<file path="src/rtl/exc_pend_pkg.sv">
// Package: bit positions of the exception pend/status word and the
// per-exception encoding shared by the block and its submodules.
// Assumes a 32-bit word and three system exceptions.
package exc_pend_pkg;

    localparam int WORD_W        = 32;
    localparam int NUM_SYS       = 3;
    localparam int NMI_SET_POS   = 31;
    localparam int SVC_SET_POS   = 28;
    localparam int SVC_CLR_POS   = 27;
    localparam int TICK_SET_POS  = 26;
    localparam int TICK_CLR_POS  = 25;
    localparam int ANY_EXT_POS   = 22;
    localparam int OTHER_ACT_POS = 11;
    localparam int PEND_VEC_LSB  = 12;
    localparam int EXT_VEC_BASE  = 16;

    typedef enum int {
        SYS_NMI  = 0,
        SYS_SVC  = 1,
        SYS_TICK = 2
    } sys_exc_e;

    // Set-bit position of system exception k.
    function automatic int set_pos(input int k);
        case (k)
            SYS_NMI: return NMI_SET_POS;
            SYS_SVC: return SVC_SET_POS;
            default: return TICK_SET_POS;
        endcase
    endfunction

    // Clear-bit position of system exception k, or -1 when it has none.
    function automatic int clr_pos(input int k);
        case (k)
            SYS_NMI: return -1;
            SYS_SVC: return SVC_CLR_POS;
            default: return TICK_CLR_POS;
        endcase
    endfunction

endpackage

</file>
<file path="src/rtl/exc_pend_bit.sv">
// Module: exc_pend_bit
// One sticky pending flag of a system exception. A hardware request or a
// software set pends it. A software clear unpends it, unless a set or a
// hardware request arrives in the same cycle.
// Assumes: set_bit/clr_bit are only meaningful when wr is 1; a clear is
// already qualified by the caller as "set bit not written".
module exc_pend_bit (
    input  logic clk,
    input  logic rst_n,
    input  logic wr,
    input  logic set_bit,
    input  logic clr_bit,
    input  logic hw_req,
    output logic pend
);

    logic do_set;
    logic do_clr;
    logic pend_q;

    // Decode the software set and clear for this cycle.
    always_comb begin
        do_set = (wr & set_bit) | hw_req;
        do_clr = wr & clr_bit;
    end

    // Sticky flag: set or hardware request wins over clear.
    always_ff @(posedge clk) begin
        if (!rst_n) begin
            pend_q <= 1'b0;
        end else if (do_set) begin
            pend_q <= 1'b1;
        end else if (do_clr) begin
            pend_q <= 1'b0;
        end
    end

    assign pend = pend_q;

    AST_SW_SET_PENDS: assert property (@(posedge clk) disable iff (!rst_n)
        (wr && set_bit) |=> pend);
    AST_HW_REQ_WINS: assert property (@(posedge clk) disable iff (!rst_n)
        hw_req |=> pend);
    AST_SW_CLR_UNPENDS: assert property (@(posedge clk) disable iff (!rst_n)
        (wr && clr_bit && !set_bit && !hw_req) |=> !pend);
    AST_IDLE_HOLDS: assert property (@(posedge clk) disable iff (!rst_n)
        (!(wr && (set_bit || clr_bit)) && !hw_req) |=> $stable(pend));

endmodule

</file>
<file path="src/rtl/exc_ext_summary.sv">
// Module: exc_ext_summary
// Reduces the per-line active/pending vectors of the external lines to two
// summary flags: any line pending, and any active line other than the one
// being serviced. Line i carries vector EXT_VEC_BASE + i.
// Assumes: EXT_VEC_BASE + NUM_EXT - 1 fits in VEC_W bits.
module exc_ext_summary
    import exc_pend_pkg::*;
#(
    parameter int NUM_EXT = 64,
    parameter int VEC_W   = 9
) (
    input  logic [NUM_EXT-1:0] ext_act,
    input  logic [NUM_EXT-1:0] ext_pend,
    input  logic               act_valid,
    input  logic [VEC_W-1:0]   act_vec,
    output logic               any_pend,
    output logic               other_act
);

    logic [NUM_EXT-1:0] other_hit;

    // Per line: active and not the line currently being serviced.
    for (genvar i = 0; i < NUM_EXT; i++) begin : g_line
        localparam logic [VEC_W-1:0] LINE_VEC = VEC_W'(EXT_VEC_BASE + i);
        assign other_hit[i] = ext_act[i] & ~(act_valid & (act_vec == LINE_VEC));
    end

    // Summary reductions.
    always_comb begin
        any_pend  = |ext_pend;
        other_act = |other_hit;
    end

endmodule

</file>
<file path="src/rtl/exc_read_fmt.sv">
// Module: exc_read_fmt
// Assembles the live read view of the control word from the pending flags,
// the serviced vector, the reported pending vector and the summary flags.
// Assumes: VEC_W <= 10 so neither vector field reaches bit 11 or bit 22.
module exc_read_fmt
    import exc_pend_pkg::*;
#(
    parameter int VEC_W = 9
) (
    input  logic [NUM_SYS-1:0] pend,
    input  logic               act_valid,
    input  logic [VEC_W-1:0]   act_vec,
    input  logic               pv_valid,
    input  logic [VEC_W-1:0]   pv_vec,
    input  logic               any_pend,
    input  logic               other_act,
    output logic [WORD_W-1:0]  rdata
);

    // Place each status source at its field; unused bits read 0.
    always_comb begin
        rdata                            = '0;
        rdata[NMI_SET_POS]               = pend[SYS_NMI];
        rdata[SVC_SET_POS]               = pend[SYS_SVC];
        rdata[TICK_SET_POS]              = pend[SYS_TICK];
        rdata[ANY_EXT_POS]               = any_pend;
        rdata[OTHER_ACT_POS]             = other_act;
        if (act_valid) begin
            rdata[VEC_W-1:0]             = act_vec;
        end
        if (pv_valid) begin
            rdata[PEND_VEC_LSB +: VEC_W] = pv_vec;
        end
    end

endmodule

</file>
<file path="src/rtl/exc_pend_ctrl.sv">
// Module: exc_pend_ctrl (top)
// Exception pend/unpend control word with live status read. Holds three
// sticky pending flags (non-maskable, service call, tick) that drive the
// prioritizer, and builds the read view from live inputs.
// Assumes: single-cycle write strobe; read data is combinational.
module exc_pend_ctrl
    import exc_pend_pkg::*;
#(
    parameter int NUM_EXT = 64,
    parameter int VEC_W   = 9
) (
    input  logic               clk,
    input  logic               rst_n,
    input  logic               reg_wr,
    input  logic [31:0]        reg_wdata,
    input  logic               hw_nmi_req,
    input  logic               hw_svc_req,
    input  logic               hw_tick_req,
    input  logic               act_valid,
    input  logic [VEC_W-1:0]   act_vec,
    input  logic               pv_valid,
    input  logic [VEC_W-1:0]   pv_vec,
    input  logic [NUM_EXT-1:0] ext_act,
    input  logic [NUM_EXT-1:0] ext_pend,
    output logic [31:0]        reg_rdata,
    output logic               nmi_pend,
    output logic               svc_pend,
    output logic               tick_pend
);

    logic [NUM_SYS-1:0] hw_req;
    logic [NUM_SYS-1:0] set_w;
    logic [NUM_SYS-1:0] clr_w;
    logic [NUM_SYS-1:0] pend_q;
    logic               any_pend;
    logic               other_act;
    logic               wdata_unused;

    // Gather the hardware requests by exception index.
    always_comb begin
        hw_req[SYS_NMI]  = hw_nmi_req;
        hw_req[SYS_SVC]  = hw_svc_req;
        hw_req[SYS_TICK] = hw_tick_req;
    end

    // Read-only and reserved write bits are deliberately dropped.
    assign wdata_unused = ^reg_wdata;

    // One pending flag per system exception; clear only where one exists.
    for (genvar k = 0; k < NUM_SYS; k++) begin : g_sys
        localparam int SP = set_pos(k);
        localparam int CP = clr_pos(k);
        assign set_w[k] = reg_wdata[SP];
        if (CP >= 0) begin : g_clr
            assign clr_w[k] = reg_wdata[CP] & ~reg_wdata[SP];
        end else begin : g_noclr
            assign clr_w[k] = 1'b0;
        end
        exc_pend_bit u_bit (
            .clk     (clk),
            .rst_n   (rst_n),
            .wr      (reg_wr),
            .set_bit (set_w[k]),
            .clr_bit (clr_w[k]),
            .hw_req  (hw_req[k]),
            .pend    (pend_q[k])
        );
    end

    exc_ext_summary #(
        .NUM_EXT (NUM_EXT),
        .VEC_W   (VEC_W)
    ) u_summary (
        .ext_act   (ext_act),
        .ext_pend  (ext_pend),
        .act_valid (act_valid),
        .act_vec   (act_vec),
        .any_pend  (any_pend),
        .other_act (other_act)
    );

    exc_read_fmt #(
        .VEC_W (VEC_W)
    ) u_fmt (
        .pend      (pend_q),
        .act_valid (act_valid),
        .act_vec   (act_vec),
        .pv_valid  (pv_valid),
        .pv_vec    (pv_vec),
        .any_pend  (any_pend),
        .other_act (other_act),
        .rdata     (reg_rdata)
    );

    // Drive the prioritizer-facing flags.
    always_comb begin
        nmi_pend  = pend_q[SYS_NMI];
        svc_pend  = pend_q[SYS_SVC];
        tick_pend = pend_q[SYS_TICK];
    end

    AST_NMI_STICKY: assert property (@(posedge clk) disable iff (!rst_n)
        nmi_pend |=> nmi_pend);
    AST_ANY_EXT_SEEN: assert property (@(posedge clk) disable iff (!rst_n)
        ($countones(ext_pend) != 0) |-> reg_rdata[ANY_EXT_POS]);
    AST_NO_OTHER_IDLE: assert property (@(posedge clk) disable iff (!rst_n)
        (ext_act == '0) |-> !reg_rdata[OTHER_ACT_POS]);
    AST_TWO_ACTIVE_OTHER: assert property (@(posedge clk) disable iff (!rst_n)
        ($countones(ext_act) > 1) |-> reg_rdata[OTHER_ACT_POS]);
    AST_ACT_FIELD_IDLE: assert property (@(posedge clk) disable iff (!rst_n)
        !act_valid |-> (reg_rdata[VEC_W-1:0] == '0));
    AST_PV_FIELD_IDLE: assert property (@(posedge clk) disable iff (!rst_n)
        !pv_valid |-> (reg_rdata[PEND_VEC_LSB +: VEC_W] == '0));

endmodule

</file>
<file path="config.mk">
export PLATFORM = sky130hd
export DESIGN_NAME = exc_pend_ctrl
export DESIGN_NICKNAME = d
export VERILOG_FILES = /design/src/rtl/exc_pend_pkg.sv /design/src/rtl/exc_pend_bit.sv /design/src/rtl/exc_ext_summary.sv /design/src/rtl/exc_read_fmt.sv /design/src/rtl/exc_pend_ctrl.sv
export SDC_FILE = /design/constraint.sdc
export NUM_CORES = 1
export LEC_CHECK = 0
export BUFFER_PORTS_ARGS = -buffer_cell sky130_fd_sc_hd__buf_4
export CORE_AREA = 4 4 84 86
export CTS_CLUSTER_SIZE = 14
export DETAILED_ROUTE_END_ITERATION = 16
export DIE_AREA = 0 0 88 90
export PLACE_DENSITY_LB_ADDON = 0.15
export SLEW_MARGIN = 10
export SYNTH_ARGS = -nofsm -noshare
export SYNTH_HDL_FRONTEND = slang
export SYNTH_SLANG_ARGS = --single-unit
</file>
<file path="constraint.sdc">
create_clock -name clk -period 3.65 [get_ports clk]
set_input_delay 0.5475 -clock clk [delete_from_list [all_inputs] [get_ports clk]]
set_output_delay 0.5475 -clock clk [all_outputs]
set_load 0.005 [all_outputs]
</file>
==> results_tabular.tex <==
\begin{tabular}{lr}
\hline
Metric & Value \\
\hline
\multicolumn{2}{l}{\textbf{Global route}} \\
Global routing usage summed across all routing layers & 18.1\% \\
Number of antenna violations at the first check in global routing & 0 \\
Gr ovfl total & 0 \\
Vias in the first global route & 2430 \\
Largest net degree at the start of global routing & 16 \\
First-pass GRT wire length & 11600 µm \\
\multicolumn{2}{l}{\textbf{Finish}} \\
Most frequent standard cell in the layout excluding fill and tap cells & buf\_4 \\
Area growth from synthesis to final layout & 113\% \\
Fraction of final layout cells sized beyond drive strength 1 & 55.1\% \\
Count of antenna diodes in the layout & 0 \\
Post-layout nets & 590 \\
Top library cells by usage in the layout, fill and taps aside & buf\_4, nor4\_1, and2\_1 \\
Flip-flop count of the largest register after layout & 3 \\
Final cell count without fillers & 480 \\
Post-route cell area & 3010 µm² \\
\multicolumn{2}{l}{\textbf{Yosys}} \\
Cells after Synth & 215 \\
Yosys warns & 0 \\
Cell type contributing the most total cell area after synthesis & nor4\_1 \\
Proportion of synthesized chip area in sequential cells & 4.24\% \\
Ranking of synthesized cells by area & nor4\_1, o41ai\_1, and2\_1 \\
Number of enable flip-flop cells after synthesis & 0 \\
Share of flip-flops with an asynchronous set or reset after synthesis & 0\% \\
Netlist cell types & 47 \\
Average cell area after synthesis & 6.58 µm² \\
Post-synth design cell area & 1420 µm² \\
Number of synthesized register bits & 3 \\
Yosys top cell area share & 10.2\% \\
Top flip-flop cell by instance count after synthesis & dfxtp\_1 \\
\multicolumn{2}{l}{\textbf{Clocking}} \\
CTS root buf & clkbuf\_8 \\
Number of buffers inserted by hold repair at cts & 0 \\
Clock tree from TritonCTS & done \\
Post-CTS setup-driven buffer insertion count & 0 \\
Clock buffers created by TritonCTS & 3 \\
Clock Latency Late Sink & 0.21 ns \\
Clock tree sinks & 3 \\
Clock-pin slew on the worst setup and hold paths & 0.03 ns \\
Deepest clock path buffer count & 2 \\
H-tree depth & 1 \\
\multicolumn{2}{l}{\textbf{STA}} \\
Post-route fraction of the period consumed by the critical path & 97.7\% \\
Count of pins over their slew limit & 0 \\
Worst-case clock skew & 0 ns \\
Highest attainable clock frequency & 280 MHz \\
Setup repair after global routing missed its margin & no \\
Minimum clock period after layout & 3.57 ns \\
Number of hold violations in the final report & 0 \\
Final count of negative-setup-slack endpoints & 0 \\
\multicolumn{2}{l}{\textbf{Min path}} \\
Min-Delay Path Class & flop to flop \\
\multicolumn{2}{l}{\textbf{Place}} \\
Number of instances in the placed design & 476 \\
Number of buffers inserted by port buffering & 184 \\
Detail Placement HPWL & 6880 µm \\
Cell Area, Placed & 2900 µm² \\
Global placement routability congestion & 0.815 \\
\multicolumn{2}{l}{\textbf{Power and ir drop}} \\
Net Sw Power & 0.121 mW \\
Sw frac & 30.2\% \\
Maximum vdd drop & 0.153 mV \\
Combinational fraction of design power & 66.9\% \\
Leakage power figure & 1.36 nW \\
Internal & 0.278 mW \\
Sequential group share of total power & 9.4\% \\
P per Cell Area & 133 nW/µm² \\
Proportion of power drawn by the clock network & 23.7\% \\
Final total power & 0.399 mW \\
\multicolumn{2}{l}{\textbf{Die}} \\
Die area & 7920 µm² \\
FP Rows & 29 \\
Height of the die & 90 µm \\
Count of pins on the block boundary & 221 \\
Chip width & 88 µm \\
Initial Utilization & 22.5\% \\
Core outline area & 6280 µm² \\
\multicolumn{2}{l}{\textbf{Critical path}} \\
Largest fanout on the critical path & 5 \\
Kind of start point of the critical path & input pin \\
Critical path arrival & 3.02 ns \\
Crit. End Element & primary output \\
Data required, critical path & 3.10 ns \\
Category of the critical setup timing path & input pin to primary output \\
\multicolumn{2}{l}{\textbf{Routing}} \\
Vias per Instance & 5.13 \\
Initial DRC Count & 97 \\
WL final & 7890 µm \\
Routed vias & 2463 \\
Final routed DRC violation total & 0 \\
Number of nets with antenna violations after detailed routing & 0 \\
Routed length per placed instance & 16.4 µm \\
First-pass detailed-route iteration total & 4 \\
\multicolumn{2}{l}{\textbf{Status}} \\
Outcome & complete, no violations \\
\multicolumn{2}{l}{\textbf{Flow run}} \\
Number of max-capacitance violations reported & 0 \\
\hline
\end{tabular}
layout make-up:
class,count,area [µm²]
sequential,3,60.1
inverter,1,3.75
fill,667,3270
multi-input combinational,191,1270
timing repair buffer,204,1540
clock buffer,4,45.0
tap,77,96.3
through the flow:
step	hold slack (ns)	TNS, ns	worst slack [ns]	utilization (%)
global route	0.554	0	0.00909	48.0
global placement	0.511	-0.0486	-0.0486	46.2
floorplan	0.506	0	0.300	-
finish	0.522	0	0.0837	48.0
CTS	0.530	0	0.0123	47.0
detailed placement	0.527	-0.0724	-0.0724	46.2
worst max-delay path: stages:
cell and delay [ns]:
buf_4 0.12, or4b_4 0.56, buf_6 0.15, buf_4 0.14
or2_1 0.25, o31ai_1 0.20, nand4_1 0.13, a2111o_1 0.28
or4_1 0.50, buf_4 0.15
repair_timing:
action / 4_1_cts / 5_1_grt
resized for setup: 2 / 9
pin swaps: 1 / 2
setup endpoints to repair: 1 / 1
worst paths after layout:
check / from / end / slack, ns / cells after the start
hold / removal: g_sys[0].u_bit.pend / g_sys[0].u_bit.pend / 0.52 / 2
hold reg to reg: g_sys[0].u_bit.pend / g_sys[0].u_bit.pend / 0.52 / 2
setup / recovery: act_vec[7] / reg_rdata[11] / 0.08 / 10
setup reg to reg: g_sys[1].u_bit.pend / g_sys[1].u_bit.pend / 2.85 / 2
cells in the mapped netlist (2+ instances only):
master,count
o41ai_1,13
a31oi_1,3
or3_1,4
buf_6,2
and2_1,18
or4_1,3
a211oi_1,3
dfxtp_1,3
a21oi_1,4
o22ai_1,3
o21ai_0,8
nor3_1,5
o31ai_1,7
buf_4,14
or4b_1,2
nor2_1,17
nor4_1,23
nand2_1,12
clkbuf_1,11
a221oi_1,2
nand4_1,11
mux2i_1,3
or2_1,3
nor3b_1,2
and3_1,2
nand2b_1,9
mux2_2,2
nor2b_1,5
a2111oi_0,2
o21a_1,2
logic make-up after synthesis:
kind of cell	after synthesis	share of synthesized area [%]
AO/OA/AOI/OAI	55	29.4
AND/OR/NAND/NOR	122	50.0
flip-flops	3	4.24
multiplexers	5	3.71
other	1	0.265
buffers and inverters	29	12.5
power by group through the flow:
stage / Sequential, mW / Combinational (mW) / Clock (mW)
floorplan: 0.0380 / 0.0846 / 0
global placement: 0.0379 / 0.259 / 0
detailed placement: 0.0380 / 0.262 / 0
CTS: 0.0375 / 0.263 / 0.0970
global route: 0.0378 / 0.290 / 0.103
finish: 0.0375 / 0.267 / 0.0944
per-layer routing:
metal	vias to the layer above	global-route usage (%)	part of all wire, %
met2	123	32.6	50
met4	0	4.99	1.8
met1	1121	21.5	38
met5	-	0	0
li1	1207	-	-
met3	12	2.83	10
No activity file was read; power rests on OpenSTA's default activity.
